### config.mk
export PLATFORM = sky130hd
export DESIGN_NAME = lane_writer
export DESIGN_NICKNAME = d
export VERILOG_FILES = /design/src/rtl/lane_writer_pkg.sv /design/src/rtl/lane_writer_merge.sv /design/src/rtl/lane_writer_ctrl.sv /design/src/rtl/lane_writer.sv
export SDC_FILE = /design/constraint.sdc
export NUM_CORES = 1
export LEC_CHECK = 0
export BUFFER_PORTS_ARGS = -buffer_cell sky130_fd_sc_hd__clkbuf_2
export CAP_MARGIN = 20
export CORE_AREA = 3 3 142 75
export CTS_CLUSTER_DIAMETER = 80
export DETAILED_ROUTE_END_ITERATION = 10
export DIE_AREA = 0 0 145 78
export PLACE_DENSITY = 0.87
export SLEW_MARGIN = 25
export SYNTH_ARGS = -nofsm -noshare
export SYNTH_HDL_FRONTEND = slang
export SYNTH_SLANG_ARGS = --single-unit
### constraint.sdc
create_clock -name clk -period 2.9 [get_ports clk]
set_input_delay 0.58 -clock clk [delete_from_list [all_inputs] [get_ports clk]]
set_output_delay 0.58 -clock clk [all_outputs]
set_load 0.01 [all_outputs]
### src/rtl/lane_writer_pkg.sv
package lane_writer_pkg;
   typedef enum logic [1:0] {
      ST_IDLE = 2'd0,
      ST_FILL = 2'd1,
      ST_SEND = 2'd2
   } lw_state_e;
endpackage

### src/rtl/lane_writer_merge.sv
// Lane accumulator: one register slice per byte lane. Lane j holds the byte
// whose word offset is LANES-1-j, so offset 0 lands in the top lane.
module lane_writer_merge #(
   parameter int LANES = 4,
   localparam int OW = $clog2(LANES),
   localparam int DW = 8 * LANES
) (
   input  logic          clk,
   input  logic          rst_n,
   input  logic          clear_i,
   input  logic          load_i,
   input  logic [OW-1:0] off_i,
   input  logic [7:0]    byte_i,
   output logic [DW-1:0] data_o,
   output logic [LANES-1:0] sel_o
);
   for (genvar j = 0; j < LANES; j++) begin : g_lane
      localparam logic [OW-1:0] MY_OFF = OW'(LANES - 1 - j);
      always_ff @(posedge clk or negedge rst_n) begin
         if (!rst_n) begin
            data_o[8*j +: 8] <= '0;
            sel_o[j]         <= 1'b0;
         end else if (clear_i) begin
            data_o[8*j +: 8] <= '0;
            sel_o[j]         <= 1'b0;
         end else if (load_i && (off_i == MY_OFF)) begin
            data_o[8*j +: 8] <= byte_i;
            sel_o[j]         <= 1'b1;
         end
      end
   end
endmodule

### src/rtl/lane_writer_ctrl.sv
// Frame sequencer: tracks the lane offset, remaining bytes and word address.
module lane_writer_ctrl
   import lane_writer_pkg::*;
#(
   parameter int LANES = 4,
   parameter int AW = 32,
   parameter int LW = 16,
   localparam int OW = $clog2(LANES)
) (
   input  logic          clk,
   input  logic          rst_n,
   input  logic          start_i,
   input  logic [AW-1:0] start_addr_i,
   input  logic [LW-1:0] start_len_i,
   input  logic          byte_valid_i,
   output logic          byte_ready_o,
   input  logic          wr_ready_i,
   output logic          wr_valid_o,
   output logic [AW-1:0] wr_addr_o,
   output logic          done_o,
   output logic          take_o,
   output logic          clear_o,
   output logic [OW-1:0] off_o
);
   lw_state_e     state_q;
   logic [OW-1:0] off_q;
   logic [LW-1:0] rem_q;
   logic [AW-1:0] waddr_q;
   logic          done_q;
   logic          fire;
   logic          word_end;

   assign byte_ready_o = (state_q == ST_FILL);
   assign wr_valid_o   = (state_q == ST_SEND);
   assign take_o       = byte_ready_o && byte_valid_i;
   assign fire         = wr_valid_o && wr_ready_i;
   assign clear_o      = fire;
   assign off_o        = off_q;
   assign wr_addr_o    = waddr_q;
   assign done_o       = done_q;
   assign word_end     = (off_q == OW'(LANES - 1)) || (rem_q == LW'(1));

   always_ff @(posedge clk or negedge rst_n) begin
      if (!rst_n) begin
         state_q <= ST_IDLE;
         off_q   <= '0;
         rem_q   <= '0;
         waddr_q <= '0;
         done_q  <= 1'b0;
      end else begin
         done_q <= 1'b0;
         case (state_q)
            ST_IDLE: begin
               if (start_i) begin
                  if (start_len_i == '0) begin
                     done_q <= 1'b1;
                  end else begin
                     state_q <= ST_FILL;
                     off_q   <= start_addr_i[OW-1:0];
                     rem_q   <= start_len_i;
                     waddr_q <= {start_addr_i[AW-1:OW], {OW{1'b0}}};
                  end
               end
            end
            ST_FILL: begin
               if (take_o) begin
                  rem_q <= rem_q - LW'(1);
                  off_q <= off_q + OW'(1);
                  if (word_end) state_q <= ST_SEND;
               end
            end
            ST_SEND: begin
               if (fire) begin
                  if (rem_q == '0) begin
                     state_q <= ST_IDLE;
                     done_q  <= 1'b1;
                  end else begin
                     state_q <= ST_FILL;
                     off_q   <= '0;
                     waddr_q <= waddr_q + AW'(LANES);
                  end
               end
            end
            default: state_q <= ST_IDLE;
         endcase
      end
   end
endmodule

### src/rtl/lane_writer.sv
module lane_writer #(
   parameter int LANES = 4,
   parameter int AW = 32,
   parameter int LW = 16,
   localparam int OW = $clog2(LANES),
   localparam int DW = 8 * LANES
) (
   input  logic             clk,
   input  logic             rst_n,
   input  logic             start_i,
   input  logic [AW-1:0]    start_addr_i,
   input  logic [LW-1:0]    start_len_i,
   input  logic             byte_valid_i,
   input  logic [7:0]       byte_data_i,
   output logic             byte_ready_o,
   output logic             wr_valid_o,
   output logic [AW-1:0]    wr_addr_o,
   output logic [DW-1:0]    wr_data_o,
   output logic [LANES-1:0] wr_sel_o,
   input  logic             wr_ready_i,
   output logic             done_o
);
   if (LANES < 2 || (LANES & (LANES - 1)) != 0) begin : g_bad_lanes
      $error("LANES must be a power of two of at least 2");
   end
   if (AW <= OW) begin : g_bad_aw
      $error("AW must exceed the lane offset width");
   end
   if (LW < 1) begin : g_bad_lw
      $error("LW must be at least 1");
   end

   logic          take;
   logic          clear;
   logic [OW-1:0] off;

   lane_writer_ctrl #(.LANES(LANES), .AW(AW), .LW(LW)) u_ctrl (
      .clk          (clk),
      .rst_n        (rst_n),
      .start_i      (start_i),
      .start_addr_i (start_addr_i),
      .start_len_i  (start_len_i),
      .byte_valid_i (byte_valid_i),
      .byte_ready_o (byte_ready_o),
      .wr_ready_i   (wr_ready_i),
      .wr_valid_o   (wr_valid_o),
      .wr_addr_o    (wr_addr_o),
      .done_o       (done_o),
      .take_o       (take),
      .clear_o      (clear),
      .off_o        (off)
   );

   lane_writer_merge #(.LANES(LANES)) u_merge (
      .clk     (clk),
      .rst_n   (rst_n),
      .clear_i (clear),
      .load_i  (take),
      .off_i   (off),
      .byte_i  (byte_data_i),
      .data_o  (wr_data_o),
      .sel_o   (wr_sel_o)
   );
endmodule

Yosys cells after proc, flatten, opt, wreduce, memory -nomap -nowiden
Index checks and enable logic that the tools add are counted.
Storage, ports and cells
  input port bits: 61
  output and inout bits: 71
  register bits: 89
Operators by class
  add/sub/neg operators: 3
  equal/unequal tests: 12
  multiplexer cells: 43
  reduce and logical (&&, ||, !) cells: 22
Operators by type and width (count)
  32-bit 2-to-1 mux: 4
  8-bit 2-to-1 mux: 8
  32-bit case mux with 2 select lines: 1
  16-bit 2-to-1 mux: 3
  32-bit by 3-bit adder with 32-bit output (second input constant): 1
  16-bit zero test: 2
  16-bit case mux with 2 select lines: 1
  2-bit 2-to-1 mux: 10
  16-bit by 1-bit == test with 1-bit output (second input constant): 1
  16-bit by 1-bit subtractor with 16-bit output (second input constant): 1
  1-bit 2-to-1 mux: 13
  2-bit case mux with 3 select lines: 2
  2-bit nonzero test: 6
  2-bit inequality test (second input constant): 5
  5-bit AND reduction: 2
  2-bit == test (second input constant): 3
  1-bit logical AND: 6
  6-bit AND reduction: 1
  2-bit by 1-bit == test with 1-bit output (second input constant): 2
  2-bit zero test: 2
  4-bit AND reduction: 1
  3-bit nonzero test: 1
  2-bit by 1-bit adder with 2-bit output (second input constant): 1
  2-bit by 1-bit inequality test with 1-bit output (second input constant): 1
  2 further kinds: 2

Depth between registers and ports, before layout
  word-level depth: 5
  gate-level depth with buffers: 10
  depth with buffers taken out: 7

Hierarchy
Synthesis repeated with hierarchy kept, for this count alone.
Second synthesis, totals
  cells, all modules: 543
  area total of the unflattened synthesis: 5091.1 µm²
By module, submodules not included
  lane_writer_ctrl: cells an instance 414, area an instance 3504.6 µm², times used 1
  lane_writer_merge: cells an instance 129, area an instance 1586.5 µm², times used 1

Worst setup path after synthesis
OpenSTA, ideal clock, no wires.
  kind: reg-to-reg
  from: register u_ctrl.waddr_q[2] (netlist: u_ctrl.wr_addr_o[2])
  to: register u_ctrl.waddr_q[24] (netlist: u_ctrl.wr_addr_o[24])
  slack: 0.569 ns
  setup time: 0.124 ns
  path buffers: 0
  arrival time: 2.207 ns
  cell stages (with the launch flop): 7
  cells stage by stage: dfrtp_1 ha_1 nand3_1 nor4_1 a31oi_1 o31a_1 a211o_1
On the way
  cells in the longest elaborated chain, start to end: 4
Ends and longest elaborated chain
  from (decl): RTL line lane_writer_ctrl.sv:28  | logic [AW-1:0] waddr_q;
  from (signal assigned): RTL line lane_writer_ctrl.sv:61  | waddr_q <= {start_addr_i[AW-1:OW], {OW{1'b0}}};
  from (signal assigned): RTL line lane_writer_ctrl.sv:80  | waddr_q <= waddr_q + AW'(LANES);
  32-bit by 3-bit adder with 32-bit output: RTL line lane_writer_ctrl.sv:80
  32-bit 2-to-1 mux: RTL line lane_writer_ctrl.sv:74  | if (rem_q == '0) begin
  32-bit 2-to-1 mux: RTL line lane_writer_ctrl.sv:73  | if (fire) begin
  32-bit case mux with 2 select lines: RTL line lane_writer_ctrl.sv:52  | case (state_q)
Every way passes these cells. The select of a mux whose other input is x is not followed.
A chain may end at the register's enable or synchronous reset.

Worst setup path after layout
  from: register u_ctrl.state_q[1]
  to: register u_ctrl.state_q[1]
On the way
  cells in the longest elaborated chain, start to end: 4
Ends and longest elaborated chain
  from (decl): RTL line lane_writer_ctrl.sv:25  | lw_state_e state_q;
  from (signal assigned): RTL line lane_writer_ctrl.sv:45  | state_q <= ST_IDLE;
  from (signal assigned): RTL line lane_writer_ctrl.sv:58  | state_q <= ST_FILL;
  from (signal assigned): RTL line lane_writer_ctrl.sv:69  | if (word_end) state_q <= ST_SEND;
  2-bit by 1-bit == test with 1-bit output or 2-bit == test (tied branches): RTL line lane_writer_ctrl.sv:33, lane_writer_ctrl.sv:52, lane_writer_ctrl.sv:34
  1-bit logical AND (on tied branches): RTL line lane_writer_ctrl.sv:35, lane_writer_ctrl.sv:36
  2-bit by 1-bit inequality test with 1-bit output (no line) or 2-bit inequality test (tied branches)
  5-bit AND reduction (no line)
Parallel ways exist; a longest one is shown, timed or not.

==> results.md <==
- Residual DRC: 0
- Slew margin rel.: 0.405
- Core Util, Final: 0.652
- CTS Hold Bufs: 0
- Synthesis-stage register bit count: 87
- R2R setup slack: 0.24 ns
- Yosys warnings: 0
- Tmin final: 2.66 ns
- Mux cell area share after synthesis: 0.0128
- Root Buffer Master: clkbuf_16
- Syn Area/Cell: 8.42 sq um
- Min setup slack post-route: 0.238 ns
- Int Pwr: 3.86 mW
- Net Sw Power: 3.05 mW
- Fmax: 376 MHz
- Reg power frac: 0.347
- Post-synthesis sequential area ratio: 0.436
- WL final: 14.9 mm
- Commonest cells after routing, fill and taps aside: clkbuf_2, nand2_1, dfrtp_1
- Met2 usage: 0.427
- Clock network fraction of design power: 0.191
- WP data required: 3.13 ns
- N_diodes: 0
- Port buffer count: 129
- Max Transition Viols Final: 0
- Worst Setup SP: u_ctrl.state_q[1]$_DFFE_PN0P_
- Clock sinks: 87
- Die footprint: 11,300 sq um
- Crit Reg-Reg Startpoint: u_ctrl.state_q[1]$_DFFE_PN0P_
- CTS tree: built
- Vias in the first global route: 4,970
- RSZ-0062 raised after global routing: no
- Placed cell count: 836
- # setup viols final: 0
- Final instance area: 6140 sq um
- Area growth from synthesis to layout: 23.0%
- Post-DRT Antenna Nets: 0
- Peak supply drop: 0.552 mV
- Placeable Area: 9420 sq um
- Avg WL per Cell: 17.5 um
- Period utilization: 0.918
- Worst-path maximum fanout: 17
- Post-Syn Area: 4990 sq um
- Drt pass-1 iters: 6
- Critical Path End: u_ctrl.state_q[1]$_DFFE_PN0P_
- Die width: 145 um
- Switching share of power: 0.441
- Status: finished, final reports clean
- Setup Buffers After CTS: 0
- Maxcap violations: 0
- Cell Rows: 25
- Final hold vios: 0
- Primary FF master, synth: dfrtp_1
- Critical R2R Capture: u_ctrl.state_q[1]$_DFFE_PN0P_
- Final Wtd Congestion: 0.830
- Synth Area in Compound Gates: 0.221
- Slew @ Worst Pin: 0.889 ns
- Final Net Count: 786
- CTS resizes: 0
- Initial antenna violation count: 0
- Starting Density: 0.530
- Critical Path AT: 2.89 ns
- Total CTS buffers: 9
- Htree depth: 3
- CTS max path bufs: 2
- Commonest non-fill, non-tap cell in the layout: clkbuf_2
- Largest family of logic cells by synthesized area: simple AND/OR/NAND/NOR gates
- Pin count of the biggest net entering global routing: 49
- Clock-pin slew on the worst setup and hold paths: 0.07 ns
- DR vias: 5,274
- Count of pins on the block boundary: 132
- Starting DRT DRC Count: 495
- Post-Synth XOR/XNOR Area: 0
- Fin Clk Skew: 0.00759 ns
- Pwr/cell area: 1130 nW/um^2
- HP Class: primary input to asynchronous set/reset pin
- Leakage: 2.78 nW
- DP Wirelength: 10.4 mm
- Fill count: 776
- Critical path type: flip-flop to flip-flop
- Share of layout cells above drive strength 1: 0.238
- Via density: 6.19
- First-pass GRT wire length: 24.5 mm
- Cells after synthesis: 593
- Pwr Total: 6.91 mW
- DP Area: 5810 sq um
- Simple-Gate Fraction of Synth Area: 0.247
- Async SR Flop Fraction: 1.00
- Reg2Reg Depth: 6
- Logic pwr share: 0.462
- Pre-CTS setup slack: 0.263 ns
- Synth Area in Adders: 0.0326
- Post-synth EDFFs: 0
- Worst skew pair latency: 0.34 ns
- Layer with the highest usage: met2
- Chip height: 78 um
- Finished Layout Cells: 852
- M1 GR Usage: 0.357
- Hold slack: 0.251 ns
- CP Capture Type: flip-flop
- Grt met3 use: 0.0496
- Yosys cell types: 53
- Setup_tns: 0 ns
- Total Routing Usage GR: 0.261
- Total congestion overflow: 0
- CP Launch Type: flip-flop
==> power groups by stage <==
stage	sequential [mW]	combinational, mW	clock, mW
detailed placement	2.38	3.17	0
floorplan	2.40	2.00	0
global route	2.48	3.53	1.38
CTS	2.37	3.18	1.32
global placement	2.35	3.04	0
finish	2.40	3.20	1.32
==> metal layers <==
metal / part of all wire / up-vias
li1: - / 2430
met1: 0.43 / 2518
met2: 0.47 / 293
met3: 0.079 / 33
met4: 0.019 / 0
met5: 0 / -
==> cells by family (layout without fill, tap and decap cells) <==
group | after synthesis | in the layout
compound gates | 169 | 169
fa+ha+maj | 13 | 13
buf+inv | 63 | 186
flops | 87 | 87
mux | 6 | 6
other cells | 1 | 2
simple gates | 254 | 254
==> worst min-delay path by stage <==
stage / slack, ns / to
after floorplan: 0.28 / u_ctrl.done_o$_DFF_PN0_
after global placement: 0.48 / u_merge.sel_o[3]$_DFFE_PN0P_
after detailed placement: 0.49 / u_merge.sel_o[2]$_DFFE_PN0P_
after CTS: 0.27 / u_ctrl.rem_q[10]$_DFFE_PN0P_
after global routing: 0.29 / u_merge.data_o[26]$_DFFE_PN0P_
final: 0.25 / u_merge.data_o[26]$_DFFE_PN0P_
==> critical path, stage by stage, from the launching register on <==
cell and delay (ns):
dfrtp_1 0.42, inv_1 0.13, ha_1 0.48, clkinv_1 0.53
a311oi_1 0.45, or4_1 0.21, mux2_2 0.34
==> cell type report <==
class / count / area (sq um) / area share
clock inverters: 6 / 97.6 / 0.0159
multi-input cells: 444 / 2580 / 0.420
clock buffers: 10 / 239 / 0.0389
well taps: 135 / 169 / 0.0275
inverters: 23 / 86.3 / 0.0141
repair buffers: 147 / 796 / 0.130
flip-flops and latches: 87 / 2180 / 0.354
==> sequential cells by signal (all words and copies together) (netlist names) <==
| name | cells |
|---|---|
| u_ctrl.done_o | 1 |
| u_ctrl.off_o | 2 |
| u_ctrl.rem_q | 16 |
| u_ctrl.state_q | 2 |
| u_merge.sel_o | 4 |
| u_ctrl.wr_addr_o | 30 |
| u_merge.data_o | 32 |
==> cells in the mapped netlist, types with 2 or more instances <==
cell	instances	area, sq um
or4_4	2	22.5
o22a_1	4	35.0
o31ai_1	4	30.0
o22ai_1	5	31.3
a211o_1	6	52.6
a21oi_1	64	320
or4_1	6	45.0
o211ai_1	3	22.5
mux2i_1	3	30.0
nor3b_1	2	15.0
and3_1	8	50.1
nor4_1	21	131
a41oi_1	2	17.5
a211oi_1	6	45.0
a311oi_1	7	61.3
a221oi_1	2	17.5
a31oi_1	10	62.6
o31a_1	6	52.6
nand2b_1	2	12.5
nand2_1	92	345
a221o_1	5	50.1
buf_4	2	15.0
and2_1	3	18.8
inv_1	22	82.6
dfrtp_1	87	2180
o21ai_1	2	10.0
a41o_1	2	20.0
o21ai_0	22	110
mux2_2	3	33.8
buf_2	3	15.0
nor2_1	37	139
nand3_1	21	105
o32ai_1	6	52.6
a2bb2oi_1	7	61.3
nor2b_1	4	25.0
nor3_1	32	160
ha_1	13	163
clkbuf_1	34	128
nand4_1	14	87.6
or3_1	6	37.5
No activity file was read; power rests on OpenSTA's default activity.
